`src/rtl/csw_pkg.sv`:
```
package csw_pkg;

    localparam int WORD_W    = 32;
    localparam int ASI_W     = 6;
    localparam int TAG_W     = 16;
    localparam int CNT_W     = 4;

    // register word layout
    localparam int ASI_LSB   = 16;
    localparam int VALID_BIT = 31;
    localparam int BURST_LSB = CNT_W;
    localparam int OVR_BIT   = 2 * CNT_W;
    localparam int WEN_BIT   = 2 * CNT_W + 1;

    typedef struct packed {
        logic             valid;
        logic [ASI_W-1:0] asi;
        logic [TAG_W-1:0] tag;
    } base_t;

    typedef struct packed {
        logic [ASI_W-1:0] asi;
        logic [TAG_W-1:0] tag;
    } mask_t;

    typedef struct packed {
        logic             wait_en;
        logic             early_ok;
        logic [CNT_W-1:0] burst_cnt;
        logic [CNT_W-1:0] first_cnt;
    } wcfg_t;

    typedef enum logic [1:0] {
        K_BASE = 2'd0,
        K_MASK = 2'd1,
        K_WAIT = 2'd2,
        K_NONE = 2'd3
    } reg_kind_e;

    localparam base_t BOOT_BASE = '{valid: 1'b1, asi: '0, tag: '0};
    localparam mask_t BOOT_MASK = '{asi: 6'h03, tag: 16'h0001};
    localparam wcfg_t BOOT_WCFG = '{wait_en: 1'b1, early_ok: 1'b0,
                                    burst_cnt: 4'd7, first_cnt: 4'd7};

endpackage

```
`src/rtl/csw_regs.sv`:
```
module csw_regs
    import csw_pkg::*;
#(
    parameter int NUM_AREAS = 6,
    parameter int IDX_W     = 3
) (
    input  logic                    clk,
    input  logic                    rst_n,
    input  logic                    we_i,
    input  logic [IDX_W-1:0]        area_i,
    input  logic [1:0]              kind_i,
    input  logic [WORD_W-1:0]       wdata_i,
    output base_t [NUM_AREAS-1:0]   base_o,
    output mask_t [NUM_AREAS-1:0]   mask_o,
    output wcfg_t [NUM_AREAS-1:0]   wcfg_o
);

    localparam int GAP_LSB = ASI_LSB + ASI_W;
    localparam int GAP_MSB = VALID_BIT - 1;

    typedef struct packed {
        base_t [NUM_AREAS-1:0] base;
        mask_t [NUM_AREAS-1:0] mask;
        wcfg_t [NUM_AREAS-1:0] wcfg;
    } regs_t;

    function automatic regs_t reset_image();
        regs_t r;
        r         = '0;
        r.base[0] = BOOT_BASE;
        r.mask[0] = BOOT_MASK;
        r.wcfg[0] = BOOT_WCFG;
        return r;
    endfunction

    regs_t     regs_d, regs_q;
    reg_kind_e kind;
    base_t     wr_base;
    mask_t     wr_mask;
    wcfg_t     wr_wcfg;
    logic      unused_gap;

    assign kind       = reg_kind_e'(kind_i);
    assign unused_gap = ^wdata_i[GAP_MSB:GAP_LSB];

    always_comb begin
        wr_base.valid     = wdata_i[VALID_BIT];
        wr_base.asi       = wdata_i[ASI_LSB +: ASI_W];
        wr_base.tag       = wdata_i[TAG_W-1:0];
        wr_mask.asi       = wdata_i[ASI_LSB +: ASI_W];
        wr_mask.tag       = wdata_i[TAG_W-1:0];
        wr_wcfg.wait_en   = wdata_i[WEN_BIT];
        wr_wcfg.early_ok  = wdata_i[OVR_BIT];
        wr_wcfg.burst_cnt = wdata_i[BURST_LSB +: CNT_W];
        wr_wcfg.first_cnt = wdata_i[CNT_W-1:0];
    end

    always_comb begin
        regs_d = regs_q;
        if (we_i) begin
            for (int i = 0; i < NUM_AREAS; i++) begin
                if (int'(area_i) == i) begin
                    case (kind)
                        K_BASE:  regs_d.base[i] = wr_base;
                        K_MASK:  regs_d.mask[i] = wr_mask;
                        K_WAIT:  regs_d.wcfg[i] = wr_wcfg;
                        default: ;
                    endcase
                end
            end
        end
    end

    always_ff @(posedge clk) begin
        if (!rst_n) regs_q <= reset_image();
        else        regs_q <= regs_d;
    end

    assign base_o = regs_q.base;
    assign mask_o = regs_q.mask;
    assign wcfg_o = regs_q.wcfg;

endmodule

```
`src/rtl/csw_decode.sv`:
```
module csw_decode
    import csw_pkg::*;
#(
    parameter int NUM_AREAS = 6,
    parameter int IDX_W     = 3
) (
    input  logic [TAG_W-1:0]        tag_i,
    input  logic [ASI_W-1:0]        asi_i,
    input  base_t [NUM_AREAS-1:0]   base_i,
    input  mask_t [NUM_AREAS-1:0]   mask_i,
    output logic                    hit_o,
    output logic [IDX_W-1:0]        idx_o,
    output logic [NUM_AREAS-1:0]    sel_o
);

    logic [NUM_AREAS-1:0] match;

    for (genvar g = 0; g < NUM_AREAS; g++) begin : g_cmp
        logic asi_ok;
        logic tag_ok;
        assign asi_ok   = ((asi_i ^ base_i[g].asi) & ~mask_i[g].asi) == '0;
        assign tag_ok   = ((tag_i ^ base_i[g].tag) & ~mask_i[g].tag) == '0;
        assign match[g] = base_i[g].valid & asi_ok & tag_ok;
    end

    // lowest index wins: scan downward so the last write is the lowest
    always_comb begin
        idx_o = '0;
        sel_o = '0;
        for (int i = NUM_AREAS - 1; i >= 0; i--) begin
            if (match[i]) begin
                idx_o    = IDX_W'(i);
                sel_o    = '0;
                sel_o[i] = 1'b1;
            end
        end
    end

    assign hit_o = |match;

endmodule

```
`src/rtl/csw_beat.sv`:
```
module csw_beat
    import csw_pkg::*;
#(
    parameter int NUM_AREAS = 6,
    parameter int IDX_W     = 3
) (
    input  logic                    clk,
    input  logic                    rst_n,
    input  logic                    start_i,
    input  logic                    hit_i,
    input  logic [IDX_W-1:0]        idx_i,
    input  logic [NUM_AREAS-1:0]    sel_i,
    input  wcfg_t [NUM_AREAS-1:0]   wcfg_i,
    input  logic                    more_i,
    input  logic                    ext_rdy_n_i,
    output logic [NUM_AREAS-1:0]    sel_o,
    output logic                    rdy_o
);

    localparam int TMR_W = CNT_W + 1;

    typedef struct packed {
        logic                 active;
        logic [NUM_AREAS-1:0] sel;
        logic                 wait_en;
        logic                 early_ok;
        logic [CNT_W-1:0]     burst_cnt;
        logic [TMR_W-1:0]     tmr;
    } beat_t;

    beat_t st_d, st_q;
    wcfg_t cfg;
    logic  int_done;
    logic  ext_done;
    logic  rdy;

    assign cfg      = wcfg_i[idx_i];
    assign int_done = st_q.wait_en && (st_q.tmr == '0);
    assign ext_done = !ext_rdy_n_i && (!st_q.wait_en || st_q.early_ok);
    assign rdy      = st_q.active && (int_done || ext_done);

    always_comb begin
        st_d = st_q;
        if (!st_q.active) begin
            if (start_i && hit_i) begin
                st_d.active    = 1'b1;
                st_d.sel       = sel_i;
                st_d.wait_en   = cfg.wait_en;
                st_d.early_ok  = cfg.early_ok;
                st_d.burst_cnt = cfg.burst_cnt;
                st_d.tmr       = TMR_W'(cfg.first_cnt) + TMR_W'(1);
            end
        end else if (rdy) begin
            if (more_i) begin
                st_d.tmr = TMR_W'(st_q.burst_cnt) + TMR_W'(1);
            end else begin
                st_d.active = 1'b0;
                st_d.sel    = '0;
                st_d.tmr    = '0;
            end
        end else if (st_q.tmr != '0) begin
            st_d.tmr = st_q.tmr - TMR_W'(1);
        end
    end

    always_ff @(posedge clk) begin
        if (!rst_n) st_q <= '0;
        else        st_q <= st_d;
    end

    assign sel_o = st_q.sel;
    assign rdy_o = rdy;

endmodule

```
`src/rtl/cs_wait_gen.sv`:
```
module cs_wait_gen
    import csw_pkg::*;
#(
    parameter  int NUM_AREAS = 6,
    parameter  int ADDR_W    = 32,
    localparam int IDX_W     = $clog2(NUM_AREAS)
) (
    input  logic                 clk,
    input  logic                 rst_n,
    input  logic [ADDR_W-1:0]    addr_i,
    input  logic [ASI_W-1:0]     asi_i,
    input  logic                 cyc_start_i,
    input  logic                 burst_more_i,
    input  logic                 ext_ready_n_i,
    input  logic                 reg_we_i,
    input  logic [IDX_W-1:0]     reg_area_i,
    input  logic [1:0]           reg_kind_i,
    input  logic [WORD_W-1:0]    reg_wdata_i,
    output logic [NUM_AREAS-1:0] cs_n_o,
    output logic                 ready_o
);

    localparam int LOW_W = ADDR_W - TAG_W;

    base_t [NUM_AREAS-1:0] base;
    mask_t [NUM_AREAS-1:0] mask;
    wcfg_t [NUM_AREAS-1:0] wcfg;
    logic                  hit;
    logic [IDX_W-1:0]      hit_idx;
    logic [NUM_AREAS-1:0]  hit_sel;
    logic [NUM_AREAS-1:0]  cur_sel;
    logic                  unused_low;

    assign unused_low = ^addr_i[LOW_W-1:0];

    csw_regs #(.NUM_AREAS(NUM_AREAS), .IDX_W(IDX_W)) u_regs (
        .clk     (clk),
        .rst_n   (rst_n),
        .we_i    (reg_we_i),
        .area_i  (reg_area_i),
        .kind_i  (reg_kind_i),
        .wdata_i (reg_wdata_i),
        .base_o  (base),
        .mask_o  (mask),
        .wcfg_o  (wcfg)
    );

    csw_decode #(.NUM_AREAS(NUM_AREAS), .IDX_W(IDX_W)) u_dec (
        .tag_i  (addr_i[ADDR_W-1 -: TAG_W]),
        .asi_i  (asi_i),
        .base_i (base),
        .mask_i (mask),
        .hit_o  (hit),
        .idx_o  (hit_idx),
        .sel_o  (hit_sel)
    );

    csw_beat #(.NUM_AREAS(NUM_AREAS), .IDX_W(IDX_W)) u_beat (
        .clk         (clk),
        .rst_n       (rst_n),
        .start_i     (cyc_start_i),
        .hit_i       (hit),
        .idx_i       (hit_idx),
        .sel_i       (hit_sel),
        .wcfg_i      (wcfg),
        .more_i      (burst_more_i),
        .ext_rdy_n_i (ext_ready_n_i),
        .sel_o       (cur_sel),
        .rdy_o       (ready_o)
    );

    assign cs_n_o = ~cur_sel;

endmodule

```
`config.mk`:
```
export PLATFORM = sky130hd
export DESIGN_NAME = cs_wait_gen
export DESIGN_NICKNAME = d
export VERILOG_FILES = /design/src/rtl/csw_pkg.sv /design/src/rtl/csw_regs.sv /design/src/rtl/csw_decode.sv /design/src/rtl/csw_beat.sv /design/src/rtl/cs_wait_gen.sv
export SDC_FILE = /design/constraint.sdc
export NUM_CORES = 1
export LEC_CHECK = 0
export BUFFER_PORTS_ARGS = -buffer_cell sky130_fd_sc_hd__buf_2
export CAP_MARGIN = 30
export CORE_ASPECT_RATIO = 1.25
export CORE_MARGIN = 2
export CORE_UTILIZATION = 50
export DETAILED_ROUTE_END_ITERATION = 16
export GPL_ROUTABILITY_DRIVEN = 0
export GPL_TIMING_DRIVEN = 1
export PLACE_DENSITY = 0.74
export REMOVE_ABC_BUFFERS = 1
export SLEW_MARGIN = 20
export SYNTH_ARGS = -nofsm -noshare
export SYNTH_HDL_FRONTEND = slang
export SYNTH_SLANG_ARGS = --single-unit
```
`constraint.sdc`:
```
create_clock -name clk -period 2.65 [get_ports clk]
set_input_delay 0.265 -clock clk [delete_from_list [all_inputs] [get_ports clk]]
set_output_delay 0.265 -clock clk [all_outputs]
set_load 0.01 [all_outputs]
```
==> results of run 1 <==
-- stage by stage --
| step | util, % | total power (uW) | area, sq um | instances |
|---|---|---|---|---|
| final | 62.9 | 11100 | 19500 | 2598 |
| after global routing | 62.9 | 11400 | 19500 | 2596 |
| after detailed placement | 56.8 | 6310 | 17600 | 2521 |
| after floorplan | - | 5760 | 15100 | 1847 |
| after global placement | 56.8 | 6300 | 17600 | 2521 |
| after CTS | 61.3 | 11100 | 19000 | 2587 |
-- cell type report --
type	instances	share of cell area, %
diodes	3	0.0385
clock buffers	52	5.24
clock inverters	8	0.353
inverters	13	0.314
multi-input cells	1486	44.3
flip-flops and latches	348	35.8
well taps	407	2.61
repair buffers	281	11.3
-- per-layer routing --
layer	vias up	share of wire, %	track usage (%)
li1	7074	-	-
met1	7238	37	39.2
met2	766	47	52.8
met3	204	9.3	5.75
met4	0	6.4	17.2
met5	-	0	0
-- where the power goes --
part | internal [uW] | leakage, uW | switching [uW] | total (uW)
clock | 2770 | 0.000540 | 2060 | 4830
sequential | 5270 | 0.00281 | 27.8 | 5300
combinational | 368 | 0.00381 | 625 | 993
total | 8410 | 0.00717 | 2710 | 11100
-- sequential cells by signal, indices dropped and copies added (netlist names) --
signal         flops
u_regs.mask_o    132
u_beat.sel_o       6
u_regs.base_o    138
u_regs.wcfg_o     60
u_beat.st_q       12
-- synth_stat cells (3+ instances only) --
cell type and count:
sky130_fd_sc_hd__mux2_2 10, sky130_fd_sc_hd__xnor2_2 6, sky130_fd_sc_hd__and2_1 8, sky130_fd_sc_hd__nand2b_1 6
sky130_fd_sc_hd__buf_6 8, sky130_fd_sc_hd__o31ai_1 3, sky130_fd_sc_hd__nand4_1 7, sky130_fd_sc_hd__dfxtp_1 348
sky130_fd_sc_hd__o21ai_0 28, sky130_fd_sc_hd__ha_1 3, sky130_fd_sc_hd__buf_4 3, sky130_fd_sc_hd__mux2i_1 82
sky130_fd_sc_hd__a21o_1 3, sky130_fd_sc_hd__a21oi_1 280, sky130_fd_sc_hd__buf_2 15, sky130_fd_sc_hd__o22ai_1 109
sky130_fd_sc_hd__and2_0 5, sky130_fd_sc_hd__clkbuf_1 118, sky130_fd_sc_hd__inv_1 12, sky130_fd_sc_hd__xnor2_1 128
sky130_fd_sc_hd__a31oi_1 4, sky130_fd_sc_hd__nor4_2 6, sky130_fd_sc_hd__nor2_1 92, sky130_fd_sc_hd__nor3b_1 4
sky130_fd_sc_hd__nand3_1 31, sky130_fd_sc_hd__nor3_1 3, sky130_fd_sc_hd__nand2_1 600, sky130_fd_sc_hd__nand3b_1 4
sky130_fd_sc_hd__buf_1 10, sky130_fd_sc_hd__nor4_1 27
-- placed cells by master (no fill, tap or decap), types with 4 or more instances in the layout --
cell type                   count
sky130_fd_sc_hd__a21oi_1      280
sky130_fd_sc_hd__o21ai_1        5
sky130_fd_sc_hd__nor2_1        90
sky130_fd_sc_hd__xnor2_2       46
sky130_fd_sc_hd__clkbuf_1      11
sky130_fd_sc_hd__dfxtp_2       15
sky130_fd_sc_hd__clkbuf_8       4
sky130_fd_sc_hd__o22ai_2        7
sky130_fd_sc_hd__nand3b_1       4
sky130_fd_sc_hd__nand2b_1       6
sky130_fd_sc_hd__clkbuf_16     38
sky130_fd_sc_hd__dfxtp_1      333
sky130_fd_sc_hd__nand3_1       30
sky130_fd_sc_hd__and2_1         8
sky130_fd_sc_hd__o21ai_0       23
sky130_fd_sc_hd__a31oi_1        4
sky130_fd_sc_hd__mux2_2         8
sky130_fd_sc_hd__nor4_1        16
sky130_fd_sc_hd__mux2i_1       76
sky130_fd_sc_hd__nand2_1      599
sky130_fd_sc_hd__buf_2         62
sky130_fd_sc_hd__buf_6          4
sky130_fd_sc_hd__buf_4        197
sky130_fd_sc_hd__nor4_2        15
sky130_fd_sc_hd__o22ai_1      102
sky130_fd_sc_hd__nand4_1        7
sky130_fd_sc_hd__xnor2_1       86
sky130_fd_sc_hd__clkinv_2       6
sky130_fd_sc_hd__inv_1         11
sky130_fd_sc_hd__buf_12        16
sky130_fd_sc_hd__and2_0         5
sky130_fd_sc_hd__mux2i_2        5
sky130_fd_sc_hd__nor3b_1        4
-- what timing repair did --
action                                  in CTS  in global routing
resized for setup                           41                 78
endpoints found under the setup margin      14                 17
pin swaps                                   22                 38
gates cloned                                 1                  1
setup buffers                                5                  7
-- worst max-delay path, delay by kind of cell (launching register included) --
kind                     cells  cell delay [ns]
AND/OR/NAND/NOR              4             0.71
AO/OA/AOI/OAI                4             0.58
buffers and inverters        3             0.48
multiplexers                 1             0.35
flip-flops                   1             0.34
XOR/XNOR                     1             0.23
adder cells (fa/ha/maj)      1             0.19
-- how the worst max path moves through the flow --
stage                      endpoint  slack [ns]  depth (start not counted)
finish               u_beat.st_q[1]       -0.34                         14
global route         u_beat.st_q[1]       -0.39                         12
CTS                  u_beat.st_q[1]       -0.21                         12
detailed placement   u_beat.st_q[3]       -0.62                         13
global placement     u_beat.st_q[1]       -0.58                         14
floorplan           u_beat.sel_o[3]       -2.61                          2
-- logic make-up after synthesis --
kind of cell | count (synthesis) | synth area share (%)
flip-flops | 348 | 44.3
multiplexers | 94 | 6.14
AO/OA/AOI/OAI | 443 | 15.5
adder cells (fa/ha/maj) | 3 | 0.238
XOR/XNOR | 135 | 7.80
AND/OR/NAND/NOR | 811 | 21.5
buffers and inverters | 167 | 4.56
==> run_results.csv, run 1 <==
group,metric,value,unit
logic_synthesis,synth_top_area_share,44.3,%
cts,cts_num_sinks,348,
global_route,overflow_left_after_global_routing,0,
place,detailedPlace.worstSlack,-0.625,ns
timing,grt_setup_unrepaired,"true",
worst_setup_path,critical_path.slowest_cell,"sky130_fd_sc_hd__mux2_4",
timing,hold_violations,0,
logic_synthesis,syn-cell-area,15700,sq um
timing,worst_pin_slew,0.931,ns
worst_setup_path,cp-start-kind,"flip-flop",
worst_setup_path,worst_ep_arrival_time,3.38,ns
floorplan,initial_core_utilization,50.8,%
worst_setup_path,critical_path.cell_chain,"xnor2_2 > buf_4 > nor2_1 > nor4_1 > nand3_1 > buf_4 > o21ai_0 > nand2_1 > a21boi_2 > mux2_4 > clkinv_4 > ha_4 > o21ai_2 > a21oi_1",
floorplan,fp.dieH,202,microns
global_route,grt_max_degree,81,
drt,remaining_antenna_violation_count,0,
floorplan,num_rows,72,
status,outcome,"finished, violations left",
hold_path,timing.hold.worst_path_depth,3,
global_route,initial_antenna_violation_count,3,
hold_path,launch_point_of_the_worst_hold_path,"reg_wdata_i[31]",
drt,via_count,15300,
timing,max_freq,334,MHz
power,power.density,570,nW/um^2
logic_synthesis,post_synth_inst_count,2001,
drt,drt_iter0_markers,1610,
drt,dr.pass1.iters,6,
global_route,grt_first_pass_wirelength,81800,microns
hold_path,hold_path_class,"in -> reg",
timing,finalCritPeriodShare,113,%
timing,setup_viol_count_final,11,
place,io_buffer_count,62,
worst_setup_path,timing.reg2reg.worst_path_depth,14,
global_route,groute.usage.overall,31.9,%
timing,setup_slack,-0.340,ns
power,power.ir.vdd_worst,509,uV
worst_setup_path,r2r-end,"u_beat.st_q[1]",
cts,clk_root_buf,"sky130_fd_sc_hd__clkbuf_16",
cts,hold_buffers,0,
timing,final_max_tran_viols,0,
power,p_leak,0.00717,uW
timing,clock_skew,0.0292,ns
worst_setup_path,worst_path_largest_cell_delay,0.35,ns
worst_setup_path,cp-startpoint,"u_regs.base_o[116]",
final_layout,final_layout_size_suffix_gt1_share,20.8,%
logic_synthesis,ys_seq_area_share,44.3,%
floorplan,die_width,163,microns
worst_setup_path,worstPathMaxFanout,3,
worst_setup_path,path_class,"reg -> reg",
hold_path,worstHoldEndpoint,"u_regs.base_o[137]",
cts,worstSkewPairLatency,0.53,ns
logic_synthesis,synth.yosys.warnings,0,
global_route,first_global_vias,14700,
logic_synthesis,synth_top_cell_by_area,"sky130_fd_sc_hd__dfxtp_1",
worst_setup_path,r2r_setup_slack,-0.34,ns
final_layout,multiInputGateArea,8640,sq um
cts,clock_tree.buffer_depth,3,
cts,tritoncts.num_buffers,36,
cts,clkSlewWorstSetupHoldPaths,0.06,ns
cts,cts_h_tree_depth,2,
logic_synthesis,synth_edf_count,0,
status,violations,"negative setup slack",
cts,tritoncts,"built",
logic_synthesis,synth-main-ff-cell,"sky130_fd_sc_hd__dfxtp_1",
timing,timing.slew.headroom,37.8,%
run,cap_viol_max_count,0,
timing,holdWs,0.167,ns
logic_synthesis,synthDistinctLibCells,62,
worst_setup_path,timing.critical_path.mode_cell,"sky130_fd_sc_hd__buf_4",
worst_setup_path,worstReg2RegStart,"u_regs.base_o[116]",
logic_synthesis,ys_ff_latch,348,
logic_synthesis,postSynthAreaPerCell,7.87,sq um
logic_synthesis,asyncSetResetFlopFracSynth,0,%
logic_synthesis,synth.top_cells.by_area,"sky130_fd_sc_hd__dfxtp_1, sky130_fd_sc_hd__nand2_1, sky130_fd_sc_hd__a21oi_1",
drt,wl_per_cell,20.8,microns
floorplan,io_pins,88,
final_layout,syn2layout_area_growth,23.9,%
place,dpl.hpwl,34700,microns
final_layout,fillerInstances,2554,
worst_setup_path,kind_of_capture_point_of_the_worst_setup_path,"flip-flop",
timing,finalSetupTns,-2.60,ns
timing,fin_crit,2.99,ns
drt,via_per_inst,5.88,
worst_setup_path,required,3.04,ns
final_layout,design.final.nets,2250,
final_layout,final-seq-area,6990,sq um
floorplan,area_enclosed_by_the_die_boundary,32900,sq um
drt,drc_errors,0,
drt,finalWirelength,53900,microns
floorplan,design.core.area,31000,sq um
Note: power is estimated with default switching activity, not from simulation.
==> inputs of run 2 (changes only) <==
--- a/config.mk
+++ b/config.mk
@@ -5,16 +5,15 @@
 export SDC_FILE = /design/constraint.sdc
 export NUM_CORES = 1
 export LEC_CHECK = 0
-export BUFFER_PORTS_ARGS = -buffer_cell sky130_fd_sc_hd__buf_2
+export BUFFER_PORTS_ARGS = -buffer_cell sky130_fd_sc_hd__buf_4
 export CAP_MARGIN = 30
 export CORE_ASPECT_RATIO = 1.25
-export CORE_MARGIN = 2
+export CORE_MARGIN = 1
 export CORE_UTILIZATION = 50
 export DETAILED_ROUTE_END_ITERATION = 16
 export GPL_ROUTABILITY_DRIVEN = 0
 export GPL_TIMING_DRIVEN = 1
 export PLACE_DENSITY = 0.74
-export REMOVE_ABC_BUFFERS = 1
 export SLEW_MARGIN = 20
 export SYNTH_ARGS = -nofsm -noshare
 export SYNTH_HDL_FRONTEND = slang
==> run 2 against run 1 <==
- the flow still finishes with violations (negative setup slack)
- critical path type unchanged
- global-route usage increased by 1.5 points
- die area shrank 2.2%
- critical endpoint unchanged
- power rose by 3.8%
- critical path depth decreased by 1
- combinational power about the same
- clock power rose by 8.5%
- design area rose by 0.47%
==> run_results.csv, run 2 (synthesis results as in run 1) <==
group,metric,value,unit
drt,drc_errors,0,
final_layout,post-route-cell-area,19600,sq um
cts,cts_num_sinks,348,
power,p_leak,0.00711,uW
final_layout,design.final.nets,2218,
cts,cts_h_tree_depth,2,
final_layout,syn2layout_area_growth,24.4,%
drt,drt_iter0_markers,1613,
place,cell_area_after_placement,17600,sq um
worst_setup_path,path_class,"reg -> reg",
drt,via_per_inst,5.99,
floorplan,num_rows,72,
hold_path,hold_path_class,"in -> reg",
floorplan,die_width,161,microns
place,dpl.hpwl,35600,microns
power,netSwitchingPower,2820,uW
power,switching_share,24.4,%
worst_setup_path,required,3.11,ns
timing,worst_pin_slew,0.834,ns
worst_setup_path,cp-start-kind,"flip-flop",
timing,clock_skew,0.00889,ns
timing,setup_slack,-0.286,ns
drt,remaining_antenna_violation_count,0,
power,power.density,589,nW/um^2
floorplan,design.core.area,31000,sq um
drt,via_count,15400,
power,p_clk_share,45.4,%
floorplan,io_pins,88,
drt,wl_per_cell,21.4,microns
timing,finalCritPeriodShare,111,%
drt,dr.pass1.iters,5,
cts,clkSlewWorstSetupHoldPaths,0.06,ns
status,violations,"negative setup slack",
worst_setup_path,kind_of_capture_point_of_the_worst_setup_path,"flip-flop",
final_layout,final_layout_size_suffix_gt1_share,20.6,%
power,p_seq_share,45.9,%
cts,tritoncts,"built",
final_layout,layout.cells.most_common,"sky130_fd_sc_hd__nand2_1",
floorplan,area_enclosed_by_the_die_boundary,32200,sq um
global_route,first_global_vias,14900,
timing,grt_setup_unrepaired,"true",
timing,finalSetupTns,-2.36,ns
place,io_buffer_count,62,
timing,timing.slew.headroom,44.3,%
global_route,groute.usage.overall,33.4,%
timing,fin_crit,2.94,ns
final_layout,layout_common_cells,"sky130_fd_sc_hd__nand2_1, sky130_fd_sc_hd__dfxtp_1, sky130_fd_sc_hd__a21oi_1",
final_layout,fin_util,63.2,%
floorplan,initial_core_utilization,50.8,%
timing,hold_violations,0,
power,power.ir.vdd_worst,509,uV
timing,max_freq,341,MHz
floorplan,fp.dieH,200,microns
global_route,overflow_left_after_global_routing,0,
cts,clk_root_buf,"sky130_fd_sc_hd__clkbuf_16",
drt,finalWirelength,54900,microns
status,outcome,"finished, violations left",
cts,worstSkewPairLatency,0.53,ns
global_route,grt_max_degree,99,
logic_synthesis,postSynthNetCount,2085,
cts,hold_buffers,0,
cts,tritoncts.num_buffers,37,
timing,final_max_tran_viols,0,
run,cap_viol_max_count,0,
power,share_comb_of_total_power,8.7,%
cts,clock_tree.buffer_depth,3,
worst_setup_path,worstPathMaxFanout,5,
timing,setup_viol_count_final,11,
power,p_int,8730,uW
power,overall_power_of_the_completed_layout,11500,uW
worst_setup_path,worst_ep_arrival_time,3.40,ns
global_route,initial_antenna_violation_count,1,
final_layout,largest_register_ffs,138,
global_route,grt_first_pass_wirelength,83000,microns
run 2: power groups by stage:
stage                     sequential [uW]  combinational, uW  clock, uW
after floorplan                      5400                499          0
after global placement               5410                901          0
after detailed placement             5410                908          0
after CTS                            5300                941       5270
after global routing                 5300               1030       5480
final                                5300               1010       5240
run 2: worst paths after layout:
kind / cells after the start / to / slack, ns / start
worst max-delay path: 13 / u_beat.st_q[1] / -0.29 / u_regs.base_o[78]
worst min-delay path: 3 / u_regs.base_o[68] / 0.08 / reg_wdata_i[31]
worst max register to register: 13 / u_beat.st_q[1] / -0.29 / u_regs.base_o[78]
worst min register to register: 2 / u_regs.mask_o[35] / 0.46 / u_regs.mask_o[35]
run 2: worst max-delay path, cell delays in order, from the launching register on:
cell and delay (ns):
sky130_fd_sc_hd__dfxtp_1 0.33, sky130_fd_sc_hd__xnor2_2 0.22, sky130_fd_sc_hd__o22ai_1 0.13, sky130_fd_sc_hd__nor4_2 0.34, sky130_fd_sc_hd__nand3_2 0.25, sky130_fd_sc_hd__a211oi_4 0.32, sky130_fd_sc_hd__buf_6 0.15, sky130_fd_sc_hd__mux2_4 0.30
sky130_fd_sc_hd__mux2i_1 0.14, sky130_fd_sc_hd__mux2_4 0.20, sky130_fd_sc_hd__clkinv_4 0.06, sky130_fd_sc_hd__ha_4 0.26, sky130_fd_sc_hd__o21ai_2 0.04, sky130_fd_sc_hd__a21oi_1 0.13
run 2: per-stage QoR:
step	setup slack (ns)	std cells	hold slack, ns
after global routing	-0.380	2564	0.0899
after CTS	-0.186	2560	0.0672
final	-0.286	2565	0.0844
after global placement	-0.504	2485	0.441
after floorplan	-0.0225	2001	0.389
after detailed placement	-0.596	2485	0.446
run 2: metal layers:
metal | GRT usage, % | routed length (microns) | vias to the layer above
li1 | - | - | 7001
met1 | 40.1 | 20200 | 7258
met2 | 53.8 | 25100 | 841
met3 | 6.38 | 5300 | 264
met4 | 22.9 | 4220 | 0
met5 | 0 | 0 | -
run 2: what timing repair did:
| action | 4_1_cts | 5_1_grt |
|---|---|---|
| setup buffers | 12 | 4 |
| gates cloned | 1 | 0 |
| gates resized for setup | 68 | 50 |
| endpoints found under the setup margin | 17 | 17 |
| pin swaps | 25 | 27 |
run 2: final cells by class:
cell class | instances | area [sq um]
Fill cell | 2579 | 11400
Tap cell | 407 | 509
Clock buffer | 52 | 1100
Inverter | 13 | 61.3
Antenna cell | 1 | 2.50
Timing Repair Buffer | 248 | 2020
Multi-Input combinational cell | 1486 | 8800
Sequential cell | 348 | 6980
Clock inverter | 10 | 110
